## src/rtl/tower_gf_pkg.sv

```systemverilog
package tower_gf_pkg;

    localparam int NIB_W  = 4;
    localparam int ELEM_W = 2 * NIB_W;
    localparam int NIB_N  = 1 << NIB_W;
    localparam int ELEM_N = 1 << ELEM_W;

    // all-ones quartic for the 4-bit subfield
    localparam logic [NIB_W:0]  NIB_POLY  = 5'h1F;
    // byte-field modulus x^8+x^7+x^6+x^5+x^4+x^3+1
    localparam logic [ELEM_W:0] BYTE_POLY = 9'h1F9;
    // constant term of z^2 + z + 2
    localparam logic [NIB_W-1:0] QUAD_CONST = 4'h2;

    typedef logic [NIB_W-1:0]  nib_t;
    typedef logic [ELEM_W-1:0] byte_t;

    typedef struct packed {
        nib_t hi;
        nib_t lo;
    } tower_t;

    // one column per input bit
    typedef logic [ELEM_W-1:0][ELEM_W-1:0] lin_map_t;
    typedef logic [NIB_N-1:0][NIB_W-1:0]   nib_lut_t;

    function automatic nib_t nib_mul(nib_t x, nib_t y);
        logic [2*NIB_W-2:0] p;
        p = '0;
        for (int i = 0; i < NIB_W; i++) begin
            if (y[i]) p ^= ({{(NIB_W-1){1'b0}}, x} << i);
        end
        for (int k = 2*NIB_W-2; k >= NIB_W; k--) begin
            if (p[k]) p ^= ({{(NIB_W-2){1'b0}}, NIB_POLY} << (k - NIB_W));
        end
        return p[NIB_W-1:0];
    endfunction

    function automatic tower_t tower_mul(tower_t u, tower_t v);
        tower_t r;
        nib_t   hh;
        hh   = nib_mul(u.hi, v.hi);
        r.hi = hh ^ nib_mul(u.hi, v.lo) ^ nib_mul(u.lo, v.hi);
        r.lo = nib_mul(hh, QUAD_CONST) ^ nib_mul(u.lo, v.lo);
        return r;
    endfunction

    function automatic byte_t apply_map(lin_map_t m, byte_t v);
        byte_t r;
        r = '0;
        for (int i = 0; i < ELEM_W; i++) begin
            if (v[i]) r ^= m[i];
        end
        return r;
    endfunction

    // smallest tower element that is a root of the byte-field modulus
    function automatic tower_t find_root();
        tower_t beta;
        tower_t acc;
        for (int c = 2; c < ELEM_N; c++) begin
            beta = tower_t'(byte_t'(c));
            acc  = '0;
            for (int k = ELEM_W; k >= 0; k--) begin
                acc = tower_mul(acc, beta);
                if (BYTE_POLY[k]) acc ^= tower_t'(byte_t'(1));
            end
            if (acc == '0) return beta;
        end
        return '0;
    endfunction

    function automatic lin_map_t build_fwd();
        lin_map_t m;
        tower_t   beta;
        tower_t   pw;
        beta = find_root();
        pw   = tower_t'(byte_t'(1));
        for (int i = 0; i < ELEM_W; i++) begin
            m[i] = byte_t'(pw);
            pw   = tower_mul(pw, beta);
        end
        return m;
    endfunction

    function automatic lin_map_t build_bwd(lin_map_t fwd);
        lin_map_t m;
        byte_t    img;
        m = '0;
        for (int w = 1; w < ELEM_N; w++) begin
            img = apply_map(fwd, byte_t'(w));
            for (int j = 0; j < ELEM_W; j++) begin
                if (img == (byte_t'(1) << j)) m[j] = byte_t'(w);
            end
        end
        return m;
    endfunction

    function automatic nib_lut_t build_nib_inv();
        nib_lut_t t;
        t = '0;
        for (int v = 1; v < NIB_N; v++) begin
            for (int w = 1; w < NIB_N; w++) begin
                if (nib_mul(nib_t'(v), nib_t'(w)) == nib_t'(1)) t[v] = nib_t'(w);
            end
        end
        return t;
    endfunction

    localparam lin_map_t TO_TOWER    = build_fwd();
    localparam lin_map_t TO_BYTE     = build_bwd(TO_TOWER);
    localparam nib_lut_t NIB_INV_LUT = build_nib_inv();

endpackage

```

## src/rtl/gf16_mul.sv

```systemverilog
module gf16_mul
    import tower_gf_pkg::*;
(
    input  nib_t a_i,
    input  nib_t b_i,
    output nib_t p_o
);

    // AND plane: row i is b shifted by i, gated by a[i]
    logic [NIB_W-1:0][2*NIB_W-2:0] rows;
    logic [2*NIB_W-2:0]            raw;

    for (genvar i = 0; i < NIB_W; i++) begin : g_row
        assign rows[i] = {{(NIB_W-1){1'b0}}, (b_i & {NIB_W{a_i[i]}})} << i;
    end

    always_comb begin
        raw = '0;
        for (int i = 0; i < NIB_W; i++) raw ^= rows[i];
    end

    // x^4 = x^3+x^2+x+1, so each high bit folds onto every lower position
    always_comb begin
        logic [2*NIB_W-2:0] acc;
        acc = raw;
        for (int k = 2*NIB_W-2; k >= NIB_W; k--) begin
            if (acc[k]) acc ^= ({{(NIB_W-2){1'b0}}, NIB_POLY} << (k - NIB_W));
        end
        p_o = acc[NIB_W-1:0];
    end

endmodule

```

## src/rtl/gf16_sqsc.sv

```systemverilog
module gf16_sqsc
    import tower_gf_pkg::*;
#(
    parameter nib_t SCALE = 4'h2
) (
    input  nib_t a_i,
    output nib_t q_o
);

    // squaring is linear: spread bits to even positions, then reduce
    logic [2*NIB_W-2:0] spread;
    nib_t               sq;

    always_comb begin
        spread = '0;
        for (int i = 0; i < NIB_W; i++) spread[2*i] = a_i[i];
        for (int k = 2*NIB_W-2; k >= NIB_W; k--) begin
            if (spread[k]) spread ^= ({{(NIB_W-2){1'b0}}, NIB_POLY} << (k - NIB_W));
        end
        sq = spread[NIB_W-1:0];
    end

    if (SCALE == nib_t'(1)) begin : g_plain
        assign q_o = sq;
    end else begin : g_scaled
        gf16_mul u_scale (
            .a_i (sq),
            .b_i (SCALE),
            .p_o (q_o)
        );
    end

endmodule

```

## src/rtl/gf16_inv.sv

```systemverilog
module gf16_inv
    import tower_gf_pkg::*;
(
    input  nib_t a_i,
    output nib_t q_o
);

    // sixteen-entry table derived at elaboration; entry zero stays zero
    assign q_o = NIB_INV_LUT[a_i];

endmodule

```

## src/rtl/tower_inv8.sv

```systemverilog
module tower_inv8
    import tower_gf_pkg::*;
(
    input  logic       clk,
    input  logic       rst,
    input  logic [7:0] elem_i,
    output logic [7:0] inv_o
);

    tower_t t_in;
    tower_t t_out;
    nib_t   hi_sq2;
    nib_t   lo_sq;
    nib_t   hl_prod;
    nib_t   norm;
    nib_t   norm_inv;
    nib_t   hl_sum;
    byte_t  inv_q;

    assign t_in = tower_t'(apply_map(TO_TOWER, elem_i));

    gf16_sqsc #(.SCALE(QUAD_CONST)) u_hi_sq (
        .a_i (t_in.hi),
        .q_o (hi_sq2)
    );

    gf16_sqsc #(.SCALE(4'h1)) u_lo_sq (
        .a_i (t_in.lo),
        .q_o (lo_sq)
    );

    gf16_mul u_hl_mul (
        .a_i (t_in.hi),
        .b_i (t_in.lo),
        .p_o (hl_prod)
    );

    assign norm   = hi_sq2 ^ hl_prod ^ lo_sq;
    assign hl_sum = t_in.hi ^ t_in.lo;

    gf16_inv u_norm_inv (
        .a_i (norm),
        .q_o (norm_inv)
    );

    gf16_mul u_hi_out (
        .a_i (t_in.hi),
        .b_i (norm_inv),
        .p_o (t_out.hi)
    );

    gf16_mul u_lo_out (
        .a_i (hl_sum),
        .b_i (norm_inv),
        .p_o (t_out.lo)
    );

    always_ff @(posedge clk) begin
        if (rst) inv_q <= '0;
        else     inv_q <= apply_map(TO_BYTE, byte_t'(t_out));
    end

    assign inv_o = inv_q;


    map_roundtrip_chk: assert property (@(posedge clk) disable iff (rst)
        apply_map(TO_BYTE, byte_t'(t_in)) == elem_i);


    norm_nonzero_chk: assert property (@(posedge clk) disable iff (rst)
        (elem_i != 8'h00) |-> (norm != 4'h0));


    nib_inverse_chk: assert property (@(posedge clk) disable iff (rst)
        (norm != 4'h0) |-> (nib_mul(norm, norm_inv) == 4'h1));


    tower_product_chk: assert property (@(posedge clk) disable iff (rst)
        (elem_i != 8'h00) |-> (tower_mul(t_in, t_out) == tower_t'(8'h01)));


    zero_in_chk: assert property (@(posedge clk) disable iff (rst)
        (elem_i == 8'h00) |=> (inv_o == 8'h00));


    unit_in_chk: assert property (@(posedge clk) disable iff (rst)
        (elem_i == 8'h01) |=> (inv_o == 8'h01));


    reset_clear_chk: assert property (@(posedge clk)
        rst |=> (inv_o == 8'h00));

endmodule

```

## config.mk

```make
export PLATFORM = sky130hd
export DESIGN_NAME = tower_inv8
export DESIGN_NICKNAME = d
export VERILOG_FILES = /design/src/rtl/tower_gf_pkg.sv /design/src/rtl/gf16_mul.sv /design/src/rtl/gf16_sqsc.sv /design/src/rtl/gf16_inv.sv /design/src/rtl/tower_inv8.sv
export SDC_FILE = /design/constraint.sdc
export NUM_CORES = 1
export LEC_CHECK = 0
export ABC_AREA = 1
export BUFFER_PORTS_ARGS = -buffer_cell sky130_fd_sc_hd__buf_2
export CAP_MARGIN = 15
export CORE_MARGIN = 2
export CORE_UTILIZATION = 45
export DETAILED_ROUTE_END_ITERATION = 16
export SLEW_MARGIN = 40
export SYNTH_ARGS = -nofsm -noshare
export SYNTH_HDL_FRONTEND = slang
export SYNTH_HIERARCHICAL = 1
export SYNTH_SLANG_ARGS = --single-unit
```

## constraint.sdc

```tcl
create_clock -name clk -period 6.35 [get_ports clk]
set_input_delay 0.3175 -clock clk [delete_from_list [all_inputs] [get_ports clk]]
set_output_delay 0.3175 -clock clk [all_outputs]
set_load 0.01 [all_outputs]
```

==> results of run 1 <==
[final timing paths]
check,startpoint,end,slack [ps],cells past startpoint
hold / removal,rst,inv_o[0]$_SDFF_PP0_,350,2
setup / recovery,elem_i[7],inv_o[3]$_SDFF_PP0_,1360,43
[kinds of logic after synthesis]
family                     after synthesis  synth area share, %
and+or+nand+nor                        357                 57.0
buffers and inverters                  104                 14.9
DFF                                      8                 5.96
other                                    2                0.280
adders and majority gates                6                 2.80
AOI/OAI and AO/OA                        5                0.932
xor gates and xnor gates                54                 18.2
[Yosys cell counts]
| cell type | instances | share of area, % |
|---|---|---|
| nand2_4 | 4 | 1.7 |
| clkinv_1 | 8 | 1.1 |
| nand2_1 | 253 | 35 |
| o21ai_0 | 2 | 0.37 |
| nand3_1 | 49 | 9.1 |
| xnor2_2 | 1 | 0.61 |
| inv_1 | 77 | 11 |
| dfxtp_1 | 8 | 6.0 |
| clkbuf_1 | 3 | 0.42 |
| ha_1 | 6 | 2.8 |
| a21oi_1 | 3 | 0.56 |
| nor2_1 | 11 | 1.5 |
| inv_2 | 9 | 1.3 |
| clkbuf_2 | 2 | 0.37 |
| buf_2 | 5 | 0.93 |
| xnor2_1 | 36 | 12 |
| conb_1 | 2 | 0.28 |
| xor2_1 | 16 | 5.2 |
| xor2_2 | 1 | 0.61 |
| nor2_2 | 4 | 0.93 |
| nand2_2 | 35 | 8.2 |
| nor3_1 | 1 | 0.19 |
[routing by layer]
| metal | wire length, um | GRT usage [%] | vias to the layer above | share of wire [%] |
|---|---|---|---|---|
| met4 | 52 | 3.90 | 0 | 0.90 |
| met3 | 83 | 0.444 | 6 | 1.4 |
| li1 | - | - | 1623 | - |
| met2 | 2850 | 37.5 | 29 | 49 |
| met5 | 0 | 0 | - | 0 |
| met1 | 2780 | 22.7 | 1226 | 48 |
[critical path: cells and delay by family]
family	cells	cell delay, ps
xor gates and xnor gates	3	700
adders and majority gates	1	330
buffers and inverters	7	710
and+or+nand+nor	32	3020
[stage by stage]
stage	setup slack [ps]	hold WS (ps)	area [um2]	utilization [%]
finish	1360	346	3010	51.4
global route	618	361	3010	51.4
CTS	1330	346	3000	51.2
detailed placement	1130	581	2960	50.5
global placement	1200	578	2960	50.5
floorplan	1150	387	2760	-
[cells in the final DEF (no fill, tap or decap)]
cell type and count:
xor2_1 16, nand3_1 49, nand2_2 35, clkinv_1 8, xnor2_4 1, xor2_2 1
nor2_1 11, conb_1 23, buf_4 7, xnor2_1 35, nand2_1 253, nand2_4 4
dfxtp_1 8, nor2_2 4, nor3_1 1, clkbuf_8 3, ha_1 6, inv_1 77
a21oi_1 3, xnor2_2 1, o21ai_0 2, buf_2 17, inv_2 9
[layout make-up]
cell class	instances	area (um2)
clock buffer	3	41.3
multi-input combinational	445	2220
sequential	8	160
inverter	94	353
tap	75	93.8
fill	631	2840
timing repair buffer	24	138
==> flow_summary.toml, run 1 <==
[logic_synthesis]
netlist_area_um2 = 2690
synthDistinctLibCells = 22
avgSynthCellArea_um2 = 5.01
netlist_instances = 536
yosysSeqAreaShare_pct = 5.96
ys_seq_elements = 8
ys_warn_count = 6

[flow_run]
drv_cap = 0

[floorplan]
dieHeight_um = 81.2
coreArea_um2 = 5850
ios = 18
rows = 28
start_util_pct = 45.9
die_area_um2 = 6600
die_w_um = 81.2

[clock_network]
clk_path_buf_depth = 2
cts_sinks = 8
cts_root_buf = "clkbuf_8"
cts_setup_buffers = 0
path_clk_slew_ps = 40
cts_inserted_buffers = 3
postCtsHoldBufs = 0
cts_max_level = 1
cts.repair.resized = 0
cts_tree = "done"

[worst_setup_path]
cpMostUsedCell = "nand2_1"
path_max_fanout = 14
worst_ep_required_time_ps = 6470
cp-end-kind = "register"
critPathLaunchType = "input pin"
critical_path_arrival_ps = 5110
slowest_stage = "ha_1"
crit_type = "input pin to register"
critPathMaxStageDelay_ps = 330

[timing]
tightest_slew_ps = 582
rsz0062_at_grt = "false"
fin_crit_sh_pct = 78.6
fin_tns_setup_ps = 0
hold_viol = 0
report.final.slew_viol_count = 0
fmax_mhz = 200
setup_violations = 0
relSlewSlack_pct = 60.9
min_period_ps = 4990

[placement]
portBuffers = 17
place_congestion = 0.782
dp_hpwl_um = 4820
dp.cells = 646

[global_route]
track_usage_pct = 19.0
antenna_found_initial = 0
grt_pass1_wl_um = 10400
grt_pass1_vias = 2547
overflow = 0
grt_max_degree = 23

[detailed_routing]
via_per_inst = 4.44
drt_wl_total_um = 5770
drt_pass1_iterations = 4
drt_iter0_drc = 98
ant_nets = 0
vias = 2884
post_drt_wl_per_cell_um = 8.89
drc = 0

[layout]
diodes = 0
largest_reg_flops = 8
final_cell_count_no_fill = 649
area_delta_synth_final_pct = 12.1
final_nets = 592
drive_gt1_share_pct = 14.3

[run_status]
outcome = "finished clean"

[hold_path]
min_path_type = "input pin to register"
Power of run 1 is not shown: default switching activity piles up to over one toggle a cycle in this logic, so the estimate is an artifact.
==> run 2, diff against run 1 <==
--- a/config.mk
+++ b/config.mk
@@ -5,12 +5,13 @@
 export SDC_FILE = /design/constraint.sdc
 export NUM_CORES = 1
 export LEC_CHECK = 0
-export ABC_AREA = 1
+export ABC_AREA = 0
 export BUFFER_PORTS_ARGS = -buffer_cell sky130_fd_sc_hd__buf_2
 export CAP_MARGIN = 15
 export CORE_MARGIN = 2
 export CORE_UTILIZATION = 45
 export DETAILED_ROUTE_END_ITERATION = 16
+export PLACE_DENSITY = 0.65
 export SLEW_MARGIN = 40
 export SYNTH_ARGS = -nofsm -noshare
 export SYNTH_HDL_FRONTEND = slang
==> constraint.sdc (replaced) <==
create_clock -name clk -period 4.3 [get_ports clk]
set_input_delay 0.215 -clock clk [delete_from_list [all_inputs] [get_ports clk]]
set_output_delay 0.215 -clock clk [all_outputs]
set_load 0.01 [all_outputs]
==> run 2 against run 1 <==
Compared with the run above: the flow now finishes with violations (negative setup slack); via count down 34%; global-route usage down 2.0 points; sequential share of layout area down 0.39 points; count of clock-buffer cells in the layout unchanged; die area down 23%; critical path depth down 19; synthesized cell count down 55%; critical endpoint is now inv_o[1]$_SDFF_PP0_; highest routed layer unchanged.
==> flow_summary.toml, run 2 <==
[layout]
final_nets = 366
final_core_util_pct = 74.5
largest_reg_flops = 8
final_common_cell = "buf_4"
area_delta_synth_final_pct = 59.4
multi_input_area_um2 = 2180
diodes = 0
drive_gt1_share_pct = 46.3
register_area_um2 = 160
num-fill-cells = 302
final_cell_mix = "75 x buf_4, 47 x nand2_1, 37 x xnor2_1, 20 x xor2_1"
final_cell_area_um2 = 3240

[logic_synthesis]
synthDistinctLibCells = 32
synth.area.top_cells = "xnor2_1 25%, xor2_1 9.9%, nand2_1 9.4%"
ys_warn_count = 6
async_reset_ff_share_pct = 0
synth-edff-count = 0
netlist_area_um2 = 2040
yosysMostFrequentCell = "xnor2_1"
ys_seq_elements = 8
avgSynthCellArea_um2 = 8.38
netlist_instances = 243
synth_ff_type = "dfxtp_1"
yosysSeqAreaShare_pct = 7.87
synthTopCellsByCount = "58 x xnor2_1, 51 x nand2_1, 23 x xor2_1, 13 x nor2b_1"
synth_top_area_share_pct = 25.0
synth.largest_area_cell = "xnor2_1"

[global_route]
grt_pass1_wl_um = 7270
overflow = 0
grt_max_degree = 16
antenna_found_initial = 0
track_usage_pct = 17.0
grt_pass1_vias = 1760

[detailed_routing]
via_per_inst = 4.78
ant_nets = 0
post_drt_wl_per_cell_um = 12.3
vias = 1912
met3_length_um = 129
drt_wl_total_um = 4920
drc = 0
wl_met2_um = 2700
drt_pass1_iterations = 6
top_layer = "met4"
drt_iter0_drc = 43
met1_length_um = 2030

[hold_path]
hold_depth = 2
min_path_type = "input pin to register"

[flow_run]
drv_cap = 0

[run_status]
outcome = "finished, violations left"
violations = "negative setup slack"

[clock_network]
clk_path_buf_depth = 2
path_clk_slew_ps = 40
cts_inserted_buffers = 3
cts_root_buf = "clkbuf_8"
cts_sinks = 8
cts_tree = "done"
cts_max_level = 1

[placement]
portBuffers = 17
place_congestion = 0.779
dp_hpwl_um = 3460
placed_area_um2 = 2720

[timing]
fin_tns_setup_ps = -96.1
fmax_mhz = 230
setup_violations = 3
min_period_ps = 4350
layout_setup_ws_ps = -48.6
tightest_slew_ps = 754
hold_ws_ps = 240
relSlewSlack_pct = 49.4
hold_viol = 0
report.final.slew_viol_count = 0
rsz0062_at_grt = "true"
fin_crit_sh_pct = 101

[worst_setup_path]
critical_path_arrival_ps = 4470
slowest_stage = "xnor3_2"
critPathLaunchType = "input pin"
cp-end-kind = "register"
path_max_fanout = 8
crit_chain = "buf_8 > xnor2_4 > xnor2_2 > xnor2_2 > buf_4 > xor2_2 > nand2_2 > xnor2_2 > xnor2_1 > xnor2_1 > xnor2_1 > xnor2_1 > buf_4 > mux2i_1 > nand2_1 > o31ai_4 > buf_6 > mux2_4 > a221oi_2 > xor2_1 > xnor2_2 > xnor3_2 > xor2_1 > nor2_1"
worst_ep_required_time_ps = 4420
critPathMaxStageDelay_ps = 320
crit_type = "input pin to register"

[floorplan]
rows = 24
dieHeight_um = 71.3
start_util_pct = 46.8
die_area_um2 = 5080
coreArea_um2 = 4350
ios = 18
die_w_um = 71.3
## run 2: changes by cell type in the layout (fill, tap and decap cells not counted), moves of 6 or more
cell       before  now
nand3_1        49    0
nor2b_1         0   13
nand2_1       253   47
buf_4           7   75
inv_1          77    1
clkinv_1        8    0
nand2_2        35    3
inv_2           9    2
buf_6           0    6
nand3b_1        0    8
nand4bb_1       0    8
xnor2_2         1   18
## run 2: metrics by stage
stage          setup WS [ps]  std cells
2_1_floorplan           -224        259
3_3_place_gp            -291        371
3_5_place_dp            -403        371
4_1_cts                 7.96        382
5_1_grt                 -283        400
6_report               -48.6        400
## run 2: worst max-delay path: cells and delay by family
| kind | cells | cell delay, ps |
|---|---|---|
| simple gates | 3 | 260 |
| compound gates | 2 | 320 |
| buf+inv | 4 | 630 |
| mux | 2 | 500 |
| xor+xnor | 13 | 2540 |
## run 2: repair_timing
action	4_1_cts	5_1_grt
buffers inserted	8	17
gates cloned	0	1
hold buffers	0	0
pin swaps	5	37
gates resized for setup	5	44
setup endpoints to repair	5	7
## run 2: worst paths after layout
kind,startpoint,to
min,rst,inv_o[7]$_SDFF_PP0_
max,elem_i[5],inv_o[1]$_SDFF_PP0_
## run 2: per-layer routing
layer / GRT usage [%] / vias up
li1: - / 980
met1: 21.5 / 890
met2: 31.1 / 36
met3: 1.41 / 6
met4: 4.40 / 0
met5: 0 / -
## run 2: cell families (layout without fill, tap and decap cells)
kind of cell	count (synthesis)	count (layout)	share of synthesized area, %
flip-flops	8	8	7.87
AND/OR/NAND/NOR	93	93	24.8
buffers and inverters	16	105	5.04
XOR/XNOR	92	92	44.9
other	2	18	0.369
adder cells (fa/ha/maj)	6	6	3.69
multiplexers	6	6	4.00
AO/OA/AOI/OAI	20	20	9.34
## run 2: layout make-up
class | instances | share of cell area (%)
clock buffers | 3 | 1.27
inverters | 3 | 0.347
multi-input cells | 235 | 67.2
flip-flops and latches | 8 | 4.94
well taps | 52 | 2.01
repair buffers | 99 | 24.2
Power of run 2 is left out for the same reason.
